--- config.mk ---
export PLATFORM = sky130hd
export DESIGN_NAME = seg_addr_gen
export DESIGN_NICKNAME = d
export VERILOG_FILES = /design/src/rtl/seg_addr_gen.sv
export SDC_FILE = /design/constraint.sdc
export NUM_CORES = 1
export LEC_CHECK = 0
export BUFFER_PORTS_ARGS = -buffer_cell sky130_fd_sc_hd__buf_2
export CAP_MARGIN = 20
export CORE_MARGIN = 4
export CORE_UTILIZATION = 51
export DETAILED_ROUTE_END_ITERATION = 8
export PLACE_DENSITY = 0.89
export SLEW_MARGIN = 20
export SYNTH_ARGS = -nofsm -noshare
export SYNTH_HDL_FRONTEND = slang
export SYNTH_SLANG_ARGS = --single-unit
--- constraint.sdc ---
create_clock -name clk -period 1.64 [get_ports clk]
set_input_delay 0.328 -clock clk [delete_from_list [all_inputs] [get_ports clk]]
set_output_delay 0.328 -clock clk [all_outputs]
set_load 0.02 [all_outputs]
--- src/rtl/seg_addr_gen.sv ---
module seg_addr_gen #(
  parameter int  SEG_W   = 16,
  parameter bit  REG_OUT = 1'b1,
  localparam int PA_W    = SEG_W + 4
) (
  input  logic             clk,
  input  logic             rst_n,
  input  logic [2:0]       ea_mode,
  input  logic             base_is_bp,
  input  logic [SEG_W-1:0] base_val,
  input  logic [SEG_W-1:0] idx_val,
  input  logic [SEG_W-1:0] disp,
  input  logic [SEG_W-1:0] ip,
  input  logic [SEG_W-1:0] sp,
  input  logic [1:0]       acc_type,
  input  logic             ovr_en,
  input  logic [1:0]       ovr_seg,
  input  logic [SEG_W-1:0] seg_cs,
  input  logic [SEG_W-1:0] seg_ds,
  input  logic [SEG_W-1:0] seg_ss,
  input  logic [SEG_W-1:0] seg_es,
  output logic [PA_W-1:0]  phys_addr,
  output logic [SEG_W-1:0] eff_addr,
  output logic [1:0]       seg_id
);
  localparam logic [1:0] S_ES = 2'd0, S_CS = 2'd1, S_SS = 2'd2, S_DS = 2'd3;
  localparam logic [1:0] A_FETCH = 2'd0, A_DATA = 2'd1, A_STACK = 2'd2, A_SDST = 2'd3;

  logic use_b, use_i, use_d;
  assign use_b = ea_mode inside {3'd1, 3'd3, 3'd5, 3'd6, 3'd7};
  assign use_i = ea_mode inside {3'd2, 3'd4, 3'd5, 3'd6, 3'd7};
  assign use_d = ea_mode inside {3'd0, 3'd3, 3'd4, 3'd6, 3'd7};

  logic [SEG_W-1:0] ea_sum;
  assign ea_sum = (use_b ? base_val : '0) + (use_i ? idx_val : '0) + (use_d ? disp : '0);

  logic [SEG_W-1:0] off_c;
  logic [1:0]       sid_c;
  always_comb begin
    unique case (acc_type)
      A_FETCH: begin off_c = ip;      sid_c = S_CS; end
      A_STACK: begin off_c = sp;      sid_c = S_SS; end
      A_SDST:  begin off_c = idx_val; sid_c = S_ES; end
      default: begin
        off_c = ea_sum;
        if (ovr_en)                  sid_c = ovr_seg;
        else if (use_b && base_is_bp) sid_c = S_SS;
        else                         sid_c = S_DS;
      end
    endcase
  end

  logic [SEG_W-1:0] segv;
  always_comb begin
    unique case (sid_c)
      S_ES:    segv = seg_es;
      S_CS:    segv = seg_cs;
      S_SS:    segv = seg_ss;
      default: segv = seg_ds;
    endcase
  end

  logic [PA_W-1:0] pa_c;
  assign pa_c = {segv, 4'b0000} + {4'b0000, off_c};

  if (REG_OUT) begin : g_reg
    always_ff @(posedge clk or negedge rst_n) begin
      if (!rst_n) begin
        phys_addr <= '0;
        eff_addr  <= '0;
        seg_id    <= '0;
      end else begin
        phys_addr <= pa_c;
        eff_addr  <= off_c;
        seg_id    <= sid_c;
      end
    end
  end else begin : g_comb
    assign phys_addr = pa_c;
    assign eff_addr  = off_c;
    assign seg_id    = sid_c;
  end
endmodule

==> results of run 1 <==
[cells in the mapped netlist (5+ instances only)]
library cell	number
mux4_2	13
nor2b_1	7
o21ai_1	5
and2_1	5
dfrtp_1	34
clkbuf_1	11
nand2b_1	8
a222oi_1	14
o21ai_0	12
a211oi_1	8
fa_1	17
a21oi_1	27
inv_1	39
o21a_1	5
ha_1	25
mux2i_1	5
a21o_1	13
xnor2_1	16
nor2_1	33
xor2_1	8
nand2_1	58
[timing repair]
action	in CTS
setup endpoints to repair	32
resized for setup	87
buffers inserted	31
pin swaps	48
[stage by stage]
step	setup WS, ns	instance area (um2)	instances	setup TNS (ns)	utilization
after floorplan	-3.09	3990	420	-54.76	-
after global placement	-3.30	5710	786	-64.60	0.817
after detailed placement	-3.51	5710	786	-68.59	0.817
after CTS	-3.02	6300	816	-54.94	0.903
[cells by family after synthesis]
kind of cell,Yosys count
xor gates and xnor gates,24
adders and majority gates,42
AOI/OAI and AO/OA,112
buffers and inverters,59
muxes,18
and+or+nand+nor,131
DFF,34
[layer usage]
metal  GRT overflow  global-route usage
met2              8               0.878
met1              0               0.610
met5              0              0.0513
met3              1               0.486
met4             16               0.741
==> results by group, run 1 <==
Run status
  – Stop stage: global routing
  – Run Error: [ERROR GRT-0232] Routing congestion too high. Check the congestion heatmap in the GUI.
  – Status: stopped before the end

Clock tree
  – Htree depth: 2
  – CTS sink cnt: 34
  – Total CTS buffers: 5
  – Root buf cell: clkbuf_8
  – Hold buffer count at CTS: 0
  – Clock buffer depth: 2

Logic synthesis
  – Mapped cell area: approximately 3700 um2
  – Largest family of logic cells by synthesized area: compound AO/OA/AOI/OAI gates
  – Yosys top cell area share: 0.227
  – Async set-reset flop share out of synthesis: 1.00
  – Synthesized area per cell: between 8 and 9 um2
  – Simple-Gate Fraction of Synth Area: 0.160
  – Cell taking the most area after synthesis: dfrtp_1
  – Post-synthesis compound-gate area fraction: 0.227
  – Seq/Total Area, Yosys: 0.227
  – Synth area leaders: dfrtp_1, fa_1, ha_1, mux4_2, nand2_1
  – Post-Synth Adder-Cell Area: 0.174
  – Most used DFF post-synth: dfrtp_1
  – Synth cell types: 54
  – Number of synthesized register bits: 34
  – Post-synthesis mux area share: 0.0914
  – Cells after Synth: 420
  – Net Count, Synth: 617
  – YS warnings: 0
  – EDFF count, synth: 0
  – Synth Area in XOR/XNOR: 0.0561

Floorplanning
  – Number of cell rows: 30
  – Die X: around 94 um
  – Io pins: between 150 and 200
  – Starting Density: 0.537
  – Die H: between 90 and 100 um

Global route
  – Total grt overflow: 25
  – Largest net degree at the start of global routing: 35
  – Total GRT Usage: 0.664

Timing
  – Worst EP kind: register data pin
  – Worst endpoint, post-GRT repair: phys_addr[17]$_DFF_PN0_/D

Placed design
  – IO Port Bufs: ~190
  – Dpl hpwl: ~12,000 um
  – Routability Congestion: between 0.9 and 1
==> inputs of run 2 (changes only) <==
- CORE_UTILIZATION: 51 -> 40
- PLACE_DENSITY: 0.89 -> not set
- PLACE_DENSITY_LB_ADDON: not set -> 0.15
==> run 2 against run 1 <==
The flow now finishes, with violations (negative setup slack); synthesized cell count is the same; synthesized area unchanged.
==> results by group, run 2 <==
Global route
  – Initial antenna violation count: 0
  – Total grt overflow: 0
  – Largest net degree at the start of global routing: 35
  – Vias in the first global route: 4,345
  – Total GRT Usage: 0.218
  – First-pass GRT wire length: 19,900 um

Drt
  – Via density: 5.19
  – Wire length per cell: 15.5 um
  – Starting DRT DRC Count: around 200
  – WL final: 12,800 um
  – Remaining antenna violation count: 0
  – Final routed DRC violation total: 0
  – Number of iterations in the first detailed-routing pass: 5
  – Routed vias: 4,287

Clock tree
  – CTS sink cnt: 34
  – Root buf cell: clkbuf_8
  – CTS tree: built
  – Htree depth: 2
  – Reg clk slew, reported paths: 0.07 ns
  – Total CTS buffers: 5
  – Hold buffer count at CTS: 0
  – Clock buffer depth: 2

Logic synthesis
  – Seq/Total Area, Yosys: 0.227
  – Yosys top cell area share: 0.227
  – Post-synth top cells: nand2_1, inv_1, dfrtp_1, nor2_1, a21oi_1
  – Cell with the most instances after synthesis: nand2_1
  – Async set-reset flop share out of synthesis: 1.00
  – Net Count, Synth: around 620
  – Mapped cell area: around 3700 um2
  – YS warnings: 0
  – Synth cell types: 54
  – Cell taking the most area after synthesis: dfrtp_1
  – Most used DFF post-synth: dfrtp_1
  – Synthesized area per cell: approximately 8.9 um2
  – Number of synthesized register bits: 34
  – Cells after Synth: 420
  – Synth area leaders: dfrtp_1, fa_1, ha_1, mux4_2, nand2_1
  – EDFF count, synth: 0

Floorplanning
  – Die ar.: 11,000 um2
  – Starting Density: 0.408
  – Number of cell rows: 35
  – Die X: roughly 100 um
  – Core region area: between 9000 and 10,000 um2
  – Die H: about 100 um
  – Io pins: approximately 190

Setup path
  – CP Class: in -> reg
  – CP endpoint kind: flop
  – Worst-path fanout max: 4
  – Worst path slowest cell: mux4_2
  – Crit path largest cell delay: between 0.5 and 0.6 ns
  – WP buf/inv: 4
  – CP top delay family: compound AO/OA/AOI/OAI gates
  – Crit path DAT: between 4 and 5 ns
  – Critical Path RT: around 1.8 ns
  – CP Launch Type: input port

Placed design
  – Routability Congestion: 0.885
  – Dpl hpwl: 10,300 um
  – IO Port Bufs: 192
  – Placed instance count: 794

Timing
  – Final Hold Vio Count: 0
  – Final cycle utilization of the critical path: 2.87
  – Final worst setup slack: -3.07 ns
  – RSZ-0062 raised after global routing: true
  – Max Slew Vio Count: 0
  – Worst slew margin: 0.367
  – Slew @ Worst Pin: about 0.95 ns
  – FMAX: roughly 210 MHz
  – Setup violations, final: 31
  – Fin crit period: between 4 and 5 ns

Cells and area
  – Biggest regs: eff_addr x16, phys_addr x16, seg_id x2
  – Fill cells: a little under 700
  – Most frequent cells in the layout: buf_2, buf_4, nand2_1, dfrtp_1, inv_1
  – Nets: slightly above 900
  – Final non-filler cell total: about 830
  – Syn-to-layout area delta: 71.3%
  – N_diodes: 0
  – Share of cells above drive strength 1: 0.600
  – Commonest non-fill, non-tap cell in the layout: buf_2

Run status
  – Failing checks: negative setup slack
  – Status: finished with violations

Power
  – Worst vdd ir: 0.389 mV
  – P_leak: around 3.2 nW
  – P per Cell Area: around 910 nW/um2
  – Power Total: 0.00587 W

Flow run
  – MaxCap Viol Count: 0

Min path
  – Hold crit path type: in -> async
[run 2: cell counts after synthesis]
No cell type changed its count.
[run 2: layout make-up]
class                           instances  area, um2  area share
Multi-Input combinational cell        327       3220       0.501
Sequential cell                        34        851       0.132
Tap cell                              111        139      0.0216
Inverter                               39        146      0.0228
Clock buffer                            7       86.3      0.0134
Timing Repair Buffer                  307       1980       0.308
Clock inverter                          1       5.00    0.000779
[run 2: worst max-delay path by stage]
stage / cells past startpoint / start / endpoint
after floorplan: 23 / ea_mode[1] / phys_addr[17]
after global placement: 24 / ea_mode[1] / phys_addr[17]
after detailed placement: 24 / ea_mode[1] / phys_addr[17]
after CTS: 24 / ea_mode[1] / phys_addr[17]
after global routing: 25 / ea_mode[0] / phys_addr[19]
final: 25 / ea_mode[0] / phys_addr[19]
[run 2: stage by stage]
stage	hold WS [ns]	area, um2	setup TNS (ns)	util	worst slack [ns]
2_1_floorplan	0.0324	3990	-54.76	-	-3.09
3_3_place_gp	0.430	5670	-65.26	0.617	-3.28
6_report	0.0953	6420	-57.62	0.699	-3.07
3_5_place_dp	0.436	5670	-66.85	0.617	-3.41
4_1_cts	0.128	6100	-57.15	0.663	-3.01
5_1_grt	0.173	6420	-61.08	0.699	-3.25
[run 2: metal layers]
layer	vias up	GRT usage	share of wire
met3	14	0.0229	0.056
met4	0	0.0450	0.013
met1	2021	0.268	0.41
met2	161	0.410	0.52
li1	2091	-	-
met5	-	0	0
[run 2: power by group]
| part | internal (W) | total (W) | switching (W) |
|---|---|---|---|
| clock network | 0.000339 | 0.000646 | 0.000307 |
| logic | 0.00205 | 0.00406 | 0.00202 |
| registers | 0.00109 | 0.00116 | 0.0000689 |
[run 2: logic make-up (layout without fill, tap and decap cells)]
logic type                 after synthesis  in the layout  synth area share
and+or+nand+nor                        131            131             0.160
AOI/OAI and AO/OA                      112            112             0.227
buffers and inverters                   59            354            0.0644
adders and majority gates               42             42             0.174
DFF                                     34             34             0.227
xor gates and xnor gates                24             24            0.0561
muxes                                   18             18            0.0914
[run 2: repair_timing]
item / CTS / global route
pin swaps: 32 / 57
buffers inserted: 22 / 24
gates resized for setup: 39 / 78
setup endpoints to repair: 32 / 31
Note: power is estimated with default switching activity, not from simulation.
==> inputs of run 3 (changes only) <==
- BUFFER_PORTS_ARGS: -buffer_cell sky130_fd_sc_hd__buf_2 -> -buffer_cell sky130_fd_sc_hd__buf_4
==> run 3 against run 2 <==
The flow still finishes with violations (negative setup slack); non-clock buffer count rose by 11; wire length rose by 12%; worst hold slack improved by 0.27 ns; global-route usage rose by 2.6 points; die area did not move; sequential power barely moved; clock-buffer cell count did not move.
==> results by group, run 3 (same netlist as run 2, synthesis figures left out) <==
Floorplanning
  – Die X: around 100 um
  – Starting Density: 0.408
  – Core region area: between 9000 and 10,000 um2
  – Io pins: 193
  – Number of cell rows: 35
  – Die ar.: about 11,000 um2
  – Die H: ~100 um

Min path
  – Hold crit path type: in -> reg
  – Hold path depth: 2
  – Hold wc startpoint: ip[2]
  – WHS Endpoint: eff_addr[2]

Global route
  – Total grt overflow: 0
  – First-pass GRT wire length: around 22,000 um
  – Total GRT Usage: 0.244
  – Largest net degree at the start of global routing: 35
  – Vias in the first global route: 4,664
  – Initial antenna violation count: 0

Timing
  – Final Hold Vio Count: 0
  – RSZ-0062 raised after global routing: true
  – Worst slew margin: 0.383
  – Fin Setup TNS: -59.33 ns
  – Fin crit period: between 4 and 5 ns
  – Setup violations, final: 32
  – FMAX: 211 MHz
  – Slew @ Worst Pin: 0.922 ns
  – Final worst setup slack: -3.09 ns
  – Final hold slack: around 0.37 ns
  – Max Slew Vio Count: 0
  – Final cycle utilization of the critical path: 2.89

Clock tree
  – CTS sink cnt: 34
  – CTS tree: built
  – Clock buffer depth: 2
  – Root buf cell: clkbuf_8
  – Htree depth: 2
  – Total CTS buffers: 5
  – Reg clk slew, reported paths: about 0.07 ns

Setup path
  – CP Launch Type: input port
  – CP dominant cell by count: buf_4
  – CP Class: in -> reg
  – CP endpoint kind: flop
  – Worst-path fanout max: 4
  – Worst path slowest cell: mux4_2
  – Critical Path RT: approximately 1.9 ns
  – Crit path largest cell delay: ~0.54 ns
  – Crit path DAT: 4.96 ns

Power
  – P per Cell Area: 917 nW/um2
  – Internal power: roughly 0.0039 W
  – Sequential Power Share: 0.184
  – Clock Power Share: 0.102
  – Switching share of power: 0.393
  – Worst vdd ir: between 0.5 and 0.6 mV
  – P_leak: 3.46 nW
  – Power Total: 0.00640 W
  – Comb pwr share: 0.714
  – Sw power: around 0.0025 W

Placed design
  – Placed instance count: 792
  – Dpl hpwl: roughly 11,000 um
  – Routability Congestion: 0.871
  – IO Port Bufs: 192

Cells and area
  – Biggest regs: eff_addr x16, phys_addr x16, seg_id x2
  – Commonest non-fill, non-tap cell in the layout: buf_4
  – Fill cells: 633
  – Share of cells above drive strength 1: 0.601
  – Nets: about 920
  – Multi-input gate area: between 3000 and 4000 um2
  – Most frequent cells in the layout: buf_4, nand2_1, dfrtp_1, inv_1, buf_6
  – N_diodes: 0
  – Final non-filler cell total: 837
  – Syn-to-layout area delta: 86.1%
  – Register area: 851 um2

Drt
  – Wire length per cell: around 17 um
  – Via density: ~5.3
  – Starting DRT DRC Count: a little under 200
  – Number of iterations in the first detailed-routing pass: 5
  – Routed vias: 4,417
  – WL final: between 10,000 and 15,000 um
  – Final routed DRC violation total: 0
  – Remaining antenna violation count: 0

Run status
  – Failing checks: negative setup slack
  – Status: finished with violations

Flow run
  – MaxCap Viol Count: 0
run 3: cell count changes in the layout (fill, tap and decap cells not counted), sizes merged:
| cell | delta |
|---|---|
| buf | +10 |
| inv | -1 |
| clkinv | +1 |
| dlygate4sd3 | +1 |
run 3: worst max path at each step:
stage | depth (start not counted) | startpoint | slack [ns] | endpoint
finish | 29 | ea_mode[0] | -3.09 | phys_addr[7]
global route | 26 | ea_mode[0] | -3.26 | phys_addr[19]
CTS | 24 | ea_mode[1] | -3.01 | phys_addr[17]
detailed placement | 25 | ea_mode[0] | -3.44 | phys_addr[17]
global placement | 24 | ea_mode[1] | -3.25 | phys_addr[17]
floorplan | 23 | ea_mode[1] | -3.09 | phys_addr[17]
run 3: critical path: cells and delay by family:
| family | cells | cell delay (ns) |
|---|---|---|
| AO/OA/AOI/OAI | 3 | 0.50 |
| XOR/XNOR | 1 | 0.11 |
| adder cells (fa/ha/maj) | 3 | 1.14 |
| buffers and inverters | 16 | 1.90 |
| multiplexers | 1 | 0.54 |
| AND/OR/NAND/NOR | 5 | 0.44 |
run 3: area by class of cell:
class                           count  share of cell area
Multi-Input combinational cell    327               0.459
Timing Repair Buffer              318               0.364
Sequential cell                    34               0.122
Inverter                           39              0.0217
Tap cell                          111              0.0199
Clock buffer                        7              0.0124
Clock inverter                      1            0.000717
run 3: timing repair:
action                     4_1_cts  5_1_grt
pin swaps                       24       45
setup endpoints to repair       32       32
resized for setup               35       78
hold endpoints to repair        13        0
buffers inserted                24       16
hold buffers                     1        0
run 3: through the flow:
| stage | area [um2] | utilization | setup WS (ns) |
|---|---|---|---|
| after floorplan | 3990 | - | -3.09 |
| after global placement | 6140 | 0.667 | -3.25 |
| after detailed placement | 6140 | 0.667 | -3.44 |
| after CTS | 6590 | 0.716 | -3.01 |
| after global routing | 6980 | 0.759 | -3.26 |
| final | 6980 | 0.759 | -3.09 |
run 3: power by group through the flow:
stage                     sequential [W]  combinational, W  clock, W
after floorplan                  0.00152           0.00169         0
after global placement           0.00119           0.00350         0
after detailed placement         0.00120           0.00360         0
after CTS                        0.00118           0.00404  0.000659
after global routing             0.00121           0.00490  0.000700
final                            0.00118           0.00457  0.000653
run 3: per-layer routing:
layer / vias to the layer above / wire length [um] / track usage
li1: 2106 / - / -
met3: 28 / 788 / 0.0334
met4: 0 / 412 / 0.0759
met2: 173 / 7590 / 0.455
met1: 2110 / 5600 / 0.288
met5: - / 0 / 0
